==> src/rtl/pwr_pkg.sv <==
package pwr_pkg;
  localparam int DW      = 32;
  localparam int NPER    = 6;
  localparam int P_TMR   = 0;
  localparam int P_U0    = 1;
  localparam int P_U1    = 2;
  localparam int P_SPI   = 3;
  localparam int P_PAR   = 4;
  localparam int P_USB   = 5;
  localparam int NWK     = 3;   // wake channels: 0 uart0, 1 uart1, 2 usb
  localparam int WK_LSB  = 8;
  localparam int ARM_BIT = 16;
  localparam logic [DW-1:0] PM_MASK = 32'h0001_073F;

  function automatic int wk_per(input int ch);
    case (ch)
      0:       return P_U0;
      1:       return P_U1;
      default: return P_USB;
    endcase
  endfunction
endpackage

==> src/rtl/pwr_sync.sv <==
module pwr_sync #(
  parameter int W      = 1,
  parameter int STAGES = 2
) (
  input  logic         clk,
  input  logic         rst,
  input  logic [W-1:0] din,
  output logic [W-1:0] dout
);
  logic [STAGES-1:0][W-1:0] ff;

  always_ff @(posedge clk) begin
    if (rst) ff <= '0;
    else     ff <= {ff[STAGES-2:0], din};
  end

  assign dout = ff[STAGES-1];
endmodule

==> src/rtl/pwr_chg.sv <==
module pwr_chg #(
  parameter int W = 1
) (
  input  logic         clk,
  input  logic         rst,
  input  logic [W-1:0] din,
  output logic [W-1:0] chg
);
  logic [W-1:0] prev_q;

  always_ff @(posedge clk) begin
    if (rst) prev_q <= '0;
    else     prev_q <= din;
  end

  assign chg = din ^ prev_q;
endmodule

==> src/rtl/pwr_regs.sv <==
module pwr_regs
  import pwr_pkg::*;
#(
  parameter int ADDR_W   = 2,
  parameter int PM_ADDR  = 0,
  parameter int ACT_ADDR = 1
) (
  input  logic              clk,
  input  logic              rst,
  input  logic              reg_we,
  input  logic              reg_re,
  input  logic [ADDR_W-1:0] reg_addr,
  input  logic [DW-1:0]     reg_wdata,
  output logic [DW-1:0]     reg_rdata,
  input  logic [NWK-1:0]    wk_chg,
  output logic [NPER-1:0]   pdn_q,
  output logic [NPER-1:0]   pdn_nxt,
  output logic              arm_q,
  output logic              act_wr
);
  logic [NWK-1:0]  wake_q, wake_nxt, fire;
  logic [NPER-1:0] hw_clr;
  logic            arm_nxt, pm_wr;
  logic [DW-1:0]   pm_view;

  always_comb begin
    pm_wr  = reg_we && (reg_addr == ADDR_W'(PM_ADDR));
    act_wr = reg_we && (reg_addr == ADDR_W'(ACT_ADDR));
    fire   = wake_q & wk_chg;
    hw_clr = '0;
    for (int c = 0; c < NWK; c++) begin
      fire[c] = fire[c] & pdn_q[wk_per(c)];
      hw_clr[wk_per(c)] = hw_clr[wk_per(c)] | fire[c];
    end
    pdn_nxt  = (pm_wr ? reg_wdata[NPER-1:0] : pdn_q) & ~hw_clr;
    wake_nxt = pm_wr ? reg_wdata[WK_LSB +: NWK] : wake_q;
    arm_nxt  = pm_wr ? reg_wdata[ARM_BIT] : arm_q;
    pm_view  = '0;
    pm_view[NPER-1:0]        = pdn_q;
    pm_view[WK_LSB +: NWK]   = wake_q;
    pm_view[ARM_BIT]         = arm_q;
  end

  always_ff @(posedge clk) begin
    if (rst) begin
      pdn_q     <= '0;
      wake_q    <= '0;
      arm_q     <= 1'b0;
      reg_rdata <= '0;
    end else begin
      pdn_q  <= pdn_nxt;
      wake_q <= wake_nxt;
      arm_q  <= arm_nxt;
      if (reg_re)
        reg_rdata <= (reg_addr == ADDR_W'(PM_ADDR)) ? (pm_view & PM_MASK) : '0;
    end
  end

  for (genvar c = 0; c < NWK; c++) begin : g_wk_chk
    // an armed wake event clears its power-down bit at the next edge
    a_r4_wake_clears: assert property (@(posedge clk) disable iff (rst)
      fire[c] |=> !pdn_q[wk_per(c)]);
    // without a write, a power-down bit only falls if its wake bit was armed
    a_r4_fall_needs_wake: assert property (@(posedge clk) disable iff (rst)
      ($fell(pdn_q[wk_per(c)]) && !$past(pm_wr)) |-> $past(wake_q[c]));
  end
endmodule

==> src/rtl/pwr_stop.sv <==
module pwr_stop #(
  parameter int NIRQ   = 6,
  parameter int STAGES = 2
) (
  input  logic            clk,
  input  logic            rst,
  input  logic            arm,
  input  logic            act_wr,
  input  logic            halt_req,
  input  logic [NIRQ-1:0] irq_raw,
  output logic            stop_nxt,
  output logic            stop_q,
  output logic            quiesce_q
);
  logic [NIRQ-1:0] irq_s;
  logic            irq_any, go_q, go_nxt;

  pwr_sync #(.W(NIRQ), .STAGES(STAGES)) u_irq_sync (
    .clk(clk), .rst(rst), .din(irq_raw), .dout(irq_s));

  always_comb begin
    irq_any  = |irq_s;
    stop_nxt = stop_q ? !irq_any : (go_q && halt_req);
    go_nxt   = go_q;
    if (!arm || (stop_q && irq_any)) go_nxt = 1'b0;
    else if (act_wr)                 go_nxt = 1'b1;
  end

  always_ff @(posedge clk) begin
    if (rst) begin
      stop_q    <= 1'b0;
      quiesce_q <= 1'b0;
      go_q      <= 1'b0;
    end else begin
      stop_q    <= stop_nxt;
      quiesce_q <= stop_nxt;
      go_q      <= go_nxt;
    end
  end

  // entry only after activate and a halt request
  a_r7_entry_needs_go: assert property (@(posedge clk) disable iff (rst)
    $rose(stop_q) |-> ($past(go_q) && $past(halt_req)));
  // a synchronized interrupt ends stop at the next edge
  a_r9_irq_exit: assert property (@(posedge clk) disable iff (rst)
    (stop_q && irq_any) |=> !stop_q);
endmodule

==> src/rtl/pwrctl_top.sv <==
module pwrctl_top
  import pwr_pkg::*;
#(
  parameter int ADDR_W = 2,
  parameter int NIRQ   = 6,
  parameter int STAGES = 2
) (
  input  logic              clk,
  input  logic              rst,
  input  logic              reg_we,
  input  logic              reg_re,
  input  logic [ADDR_W-1:0] reg_addr,
  input  logic [31:0]       reg_wdata,
  output logic [31:0]       reg_rdata,
  input  logic              halt_req,
  input  logic              uart0_rx,
  input  logic              uart1_rx,
  input  logic              usb_dp,
  input  logic              usb_wake_pin,
  input  logic [NIRQ-1:0]   ext_irq,
  output logic [5:0]        clk_en,
  output logic              stop_mode,
  output logic              bus_quiesce
);
  localparam int NLINE = 4;

  logic [NLINE-1:0] line_s, line_chg;
  logic [NWK-1:0]   wk_chg;
  logic [NPER-1:0]  pdn_q, pdn_nxt;
  logic             arm_q, act_wr, stop_nxt;

  pwr_sync #(.W(NLINE), .STAGES(STAGES)) u_line_sync (
    .clk(clk), .rst(rst),
    .din({usb_wake_pin, usb_dp, uart1_rx, uart0_rx}), .dout(line_s));

  pwr_chg #(.W(NLINE)) u_line_chg (
    .clk(clk), .rst(rst), .din(line_s), .chg(line_chg));

  assign wk_chg = {line_chg[3] | line_chg[2], line_chg[1], line_chg[0]};

  pwr_regs #(.ADDR_W(ADDR_W)) u_regs (
    .clk(clk), .rst(rst), .reg_we(reg_we), .reg_re(reg_re),
    .reg_addr(reg_addr), .reg_wdata(reg_wdata), .reg_rdata(reg_rdata),
    .wk_chg(wk_chg), .pdn_q(pdn_q), .pdn_nxt(pdn_nxt),
    .arm_q(arm_q), .act_wr(act_wr));

  pwr_stop #(.NIRQ(NIRQ), .STAGES(STAGES)) u_stop (
    .clk(clk), .rst(rst), .arm(arm_q), .act_wr(act_wr),
    .halt_req(halt_req), .irq_raw(ext_irq), .stop_nxt(stop_nxt),
    .stop_q(stop_mode), .quiesce_q(bus_quiesce));

  always_ff @(posedge clk) begin
    if (rst)           clk_en <= '1;
    else if (stop_nxt) clk_en <= '0;
    else               clk_en <= ~pdn_nxt;
  end

  // outside stop the enables follow the power-down bits
  a_r1_en_follows_pdn: assert property (@(posedge clk) disable iff (rst)
    !stop_mode |-> (clk_en == ~pdn_q));
  // all clocks gated and bus quiesced in stop
  a_r8_stop_gates_all: assert property (@(posedge clk) disable iff (rst)
    stop_mode |-> (clk_en == '0 && bus_quiesce));
endmodule

==> config.mk <==
export PLATFORM = sky130hd
export DESIGN_NAME = pwrctl_top
export DESIGN_NICKNAME = d
export VERILOG_FILES = /design/src/rtl/pwr_pkg.sv /design/src/rtl/pwr_sync.sv /design/src/rtl/pwr_chg.sv /design/src/rtl/pwr_regs.sv /design/src/rtl/pwr_stop.sv /design/src/rtl/pwrctl_top.sv
export SDC_FILE = /design/constraint.sdc
export NUM_CORES = 1
export LEC_CHECK = 0
export ABC_AREA = 1
export BUFFER_PORTS_ARGS = -buffer_cell sky130_fd_sc_hd__buf_2
export CORE_UTILIZATION = 30
export CTS_BUF_LIST = sky130_fd_sc_hd__clkbuf_4 sky130_fd_sc_hd__clkbuf_8 sky130_fd_sc_hd__clkbuf_16
export CTS_CLUSTER_DIAMETER = 50
export DETAILED_ROUTE_END_ITERATION = 10
export PLACE_DENSITY_LB_ADDON = 0.3
export SYNTH_ARGS = -nofsm -noshare
export SYNTH_HDL_FRONTEND = slang
export SYNTH_SLANG_ARGS = --single-unit
==> constraint.sdc <==
create_clock -name clk -period 1.8 [get_ports clk]
set_clock_uncertainty 0.1 [all_clocks]
set_input_delay 0.36 -clock clk [delete_from_list [all_inputs] [get_ports clk]]
set_output_delay 0.36 -clock clk [all_outputs]
set_load 0.02 [all_outputs]
# Word level (Yosys, flattened, before mapping)
# Cells that the tools add are included.
# word_totals
regBits,74
inputBits,49
output_inout_bits,40
elab_cells,36
# classes
n_eq_ne,1
n_mux,4
bitwise_logic,9
reduce_logical,10
# op_table
cell,count
two-way mux 17 bit,1
two-way mux 6 bit,2
inverter 6 bit,2
bitwise AND 6 bit,1
OR reduction 6 bit,1
logical AND 1 bit,4
XOR 4 bit,1
bitwise AND 1 bit,3
bitwise AND 3 bit,1
"== test 2 x 1 -> 1 bit, second input constant",1
zero test 1 bit,2
zero test 2 bit,1
OR reduction 2 bit,1
logical OR 1 bit,1
two-way mux 1 bit,1
bitwise OR 1 bit,1

# Depth between registers and ports, before layout
# logic_depth
word_depth,8
depth_mapped,8
depth_no_buf,8

# By module
# A second synthesis with hierarchy kept.
# hier_totals
hier_cells,263
hier_area_um2,2100.8
# modules_own_cells
mod,instances,cells_each,area_each_um2,seq_area_each_um2
pwr_regs,1,134,1014.7,400.4
pwr_sync (u_stop.u_irq_sync),1,43,386.6,240.2
pwr_sync (u_line_sync),1,29,261.5,160.2
pwr_chg,1,28,170.2,80.1
pwrctl_top,1,14,160.2,120.1
pwr_stop,1,15,107.6,40.0

# Least setup slack after synthesis
# OpenSTA, ideal clock, no wires.
# synth_timing
kind,input to register
from,input reg_addr[0]
to,register clk_en[0]
setup_time_ns,0.110
arrival_ns,0.951
required_ns,1.590
slack_ns,0.639
cell_stages,7
path_buffers,1
path_cell_list,nor2_4 > nand2_4 > buf_6 > o21ai_2 > nand2_1 > nand2_1 > inv_1
# synth_via
elab_chain_len,6
# synth_lines
element,line_no,source
"start, declared",pwrctl_top.sv:12,"input logic [ADDR_W-1:0] reg_addr,"
zero test 2 bit,pwr_regs.sv:27,pm_wr = reg_we && (reg_addr == ADDR_W'(PM_ADDR));
logical AND 1 bit,pwr_regs.sv:27,
two-way mux 6 bit,pwr_regs.sv:35,pdn_nxt = (pm_wr ? reg_wdata[NPER-1:0] : pdn_q) & ~hw_clr;
bitwise AND 6 bit,pwr_regs.sv:35,
inverter 6 bit,pwrctl_top.sv:55,else clk_en <= ~pdn_nxt;
two-way mux 6 bit,pwrctl_top.sv:54,else if (stop_nxt) clk_en <= '0;
"end signal, assigned",pwrctl_top.sv:55,
"end, declared",pwrctl_top.sv:21,"output logic [5:0] clk_en,"
# Every way passes these cells.
# A chain may end at the register's enable or synchronous reset.

# Worst setup path after layout
# layout_timing
from,register u_stop.quiesce_q
to,output bus_quiesce
# layout_lines
element,line_no,source
"start, declared",pwr_stop.sv:13,output logic quiesce_q
"start signal, assigned",pwr_stop.sv:36,quiesce_q <= stop_nxt;
"end, declared",pwrctl_top.sv:23,output logic bus_quiesce
# No word-level cell between the ends.

==> out/metrics.cfg <==
[power_and_ir_drop]
power.density_nw_per_um2 = 924
ir_worst_vdd_mv = 0.500
power_leakage_nw = 1.19
p_total_w = 0.00213

[cts]
cts-root-buf = clkbuf_8
post_cts_resized = 0
clkTransAtPathRegs_ns = 0.09
insertion_delay_ns = 0.30
cts_tree = done
cts_sinks = 52
post_cts_buffers = 0
clock_tree.buffer_depth = 2
ctsHoldBuffers = 0
cts_buffers = 5
htree_levels = 2

[final_layout]
nNetsFinal = 351
synthToLayoutAreaGrowth_pct = 14.6
layout_commonest_cell = dfxtp_1
drive_gt1_share_pct = 20.5
fill_cells = 718
multi_input_area_um2 = 642
stdcell_count = 380
most-common-layout-cells = dfxtp_1, inv_1, nand2_1, buf_2, nor2_1
num_antenna_cells = 0
seqCellArea_um2 = 1040

[setup_path]
worstPathArrival_ns = 0.88
worstRegToRegCells = 6
path_cells = buf_2
crit_start = u_stop.quiesce_q$_SDFF_PP0_
cp-endpoint = bus_quiesce
ff2ff_setup_slack_ns = 0.63
slowest_stage = dfxtp_1
worst-path-buf-inv = 1
end_kind = output pin
crit_family = flip-flops
crit_type = flip-flop to output pin
crit_fanout = 5
slowest_delay_ns = 0.40
r2r_end = clk_en[1]$_SDFF_PP1_
cp-start-kind = flip-flop
worstReg2RegStart = u_stop.u_irq_sync.dout[5]$_SDFF_PP0_
path_depth = 1
required_ns = 1.34

[timing]
hold_ws_ns = 0.156
fin_crit_ns = 1.34
report.final.hold_viol_count = 0
rsz0062_at_grt = false
fin_crit_sh_pct = 74.2
slew_viol_final = 0
setup_viol = 0
fmax_mhz = 748
setup_tns_ns = 0

[placed_design]
dp.cells = 372
port_buffers = 44
gp_congestion = 0.687
hpwl_um = 2430

[synth]
ys_ff_latch = 52
yosys_warnings = 0
yosysSeqAreaShare_pct = 51.8
synth_cell_type_count = 20
syn-instance-count = 259
post_synth.cell_area_avg_um2 = 7.76
synthesis.area_um2 = 2010

[global_routing]
grt_pass1_wl_um = 5620
antenna_found_initial = 0
grt_start_max_net_pins = 26
grt_usage_pct = 10.3
grt_pass1_vias = 1272
overflow = 0

[min_path]
min-delay-path-class = input pin to flip-flop

[floorplanning]
die_w_um = 83.8
start_util_pct = 31.3
std_cell_rows = 29
die-area_um2 = 7030
coreArea_um2 = 6420
die_y_um = 83.8
pin_count = 89

[status]
outcome = finished, violations left
violations = design-rule violations

[route]
wl_um = 3300
drt_drc_violations_left = 10
drt_iter0_drc = 45
vias = 1432
avgViaCountPerCell = 3.77
dr.pass1.iters = 7
postRouteAntennaNets = 0
wire_per_inst_um = 8.69

[run]
cap_violations = 0

==> synthesized netlist by cell type <==
| master | count | share of area (%) |
|---|---|---|
| nand3_2 | 2 | 1.0 |
| clkbuf_2 | 1 | 0.25 |
| nor2_1 | 39 | 7.3 |
| a31oi_1 | 1 | 0.31 |
| nand3_1 | 6 | 1.5 |
| clkbuf_1 | 4 | 0.75 |
| buf_4 | 24 | 9.0 |
| nand2_1 | 44 | 8.2 |
| nor2_4 | 1 | 0.56 |
| conb_1 | 1 | 0.19 |
| o21ai_2 | 3 | 1.3 |
| nand2_4 | 1 | 0.56 |
| inv_1 | 49 | 9.2 |
| buf_2 | 2 | 0.50 |
| dfxtp_1 | 52 | 52 |
| buf_6 | 1 | 0.56 |
| nand4_1 | 2 | 0.62 |
| o21ai_0 | 15 | 3.7 |
| nor3_1 | 1 | 0.25 |
| a21oi_1 | 10 | 2.5 |
==> final cells by class <==
type | count | area share (%)
tap | 77 | 4.18
timing repair buffer | 47 | 10.5
sequential | 52 | 45.2
inverter | 49 | 7.98
clock buffer | 8 | 4.24
multi-input combinational | 147 | 27.9
==> state kept, by name, summed over array words and instances, names as in the netlist, 4 cells and up <==
| name | flops |
|---|---|
| u_stop.u_irq_sync.dout | 6 |
| u_line_chg.prev_q | 4 |
| u_line_sync.ff | 4 |
| u_regs.pdn_q | 6 |
| u_regs.reg_rdata | 10 |
| u_stop.u_irq_sync.ff | 6 |
| clk_en | 6 |
| u_line_sync.dout | 4 |
==> layer usage <==
metal / GRT usage (%) / wire [um] / up-vias
li1: - / - / 804
met1: 13.1 / 1640 / 578
met2: 15.6 / 1370 / 45
met3: 4.15 / 265 / 5
met4: 3.76 / 38 / 0
met5: 0 / 0 / -
==> worst min path at each step <==
stage,startpoint,to,slack [ns],cells after the start
4_1_cts,usb_wake_pin,u_line_sync.ff[3]$_SDFF_PP0_,0.15,3
3_5_place_dp,u_stop.u_irq_sync.ff[4]$_SDFF_PP0_,u_stop.u_irq_sync.dout[4]$_SDFF_PP0_,0.29,2
2_1_floorplan,u_line_sync.ff[0]$_SDFF_PP0_,u_line_sync.dout[0]$_SDFF_PP0_,0.29,2
5_1_grt,usb_wake_pin,u_line_sync.ff[3]$_SDFF_PP0_,0.14,3
3_3_place_gp,u_line_sync.ff[3]$_SDFF_PP0_,u_line_sync.dout[3]$_SDFF_PP0_,0.29,2
6_report,ext_irq[1],u_stop.u_irq_sync.ff[1]$_SDFF_PP0_,0.16,3
==> through the flow <==
| stage | setup WS, ns | util [%] | area, um^2 |
|---|---|---|---|
| after floorplan | 0.639 | - | 2090 |
| after global routing | 0.377 | 35.9 | 2300 |
| after detailed placement | 0.368 | 34.3 | 2210 |
| after global placement | 0.389 | 34.3 | 2210 |
| final | 0.464 | 35.9 | 2300 |
| after CTS | 0.430 | 35.9 | 2300 |
==> power by group <==
group | internal (W) | total [W] | leakage, nW | switching, W
Combinational | 0.0000686 | 0.000215 | 0.715 | 0.000146
Clock | 0.000344 | 0.000698 | 0.0523 | 0.000354
Sequential | 0.00120 | 0.00122 | 0.427 | 0.0000182
==> cell families after synthesis <==
group	share of synthesized area [%]
buffers and inverters	20.2
AOI/OAI and AO/OA	7.85
other	0.187
DFF	51.8
and+or+nand+nor	20.0
==> tightest hold or removal path: cells and delay by family <==
kind          cells  cell delay [ns]
buf+inv           2             0.10
simple gates      1             0.06
No activity file was read; power rests on OpenSTA's default activity.
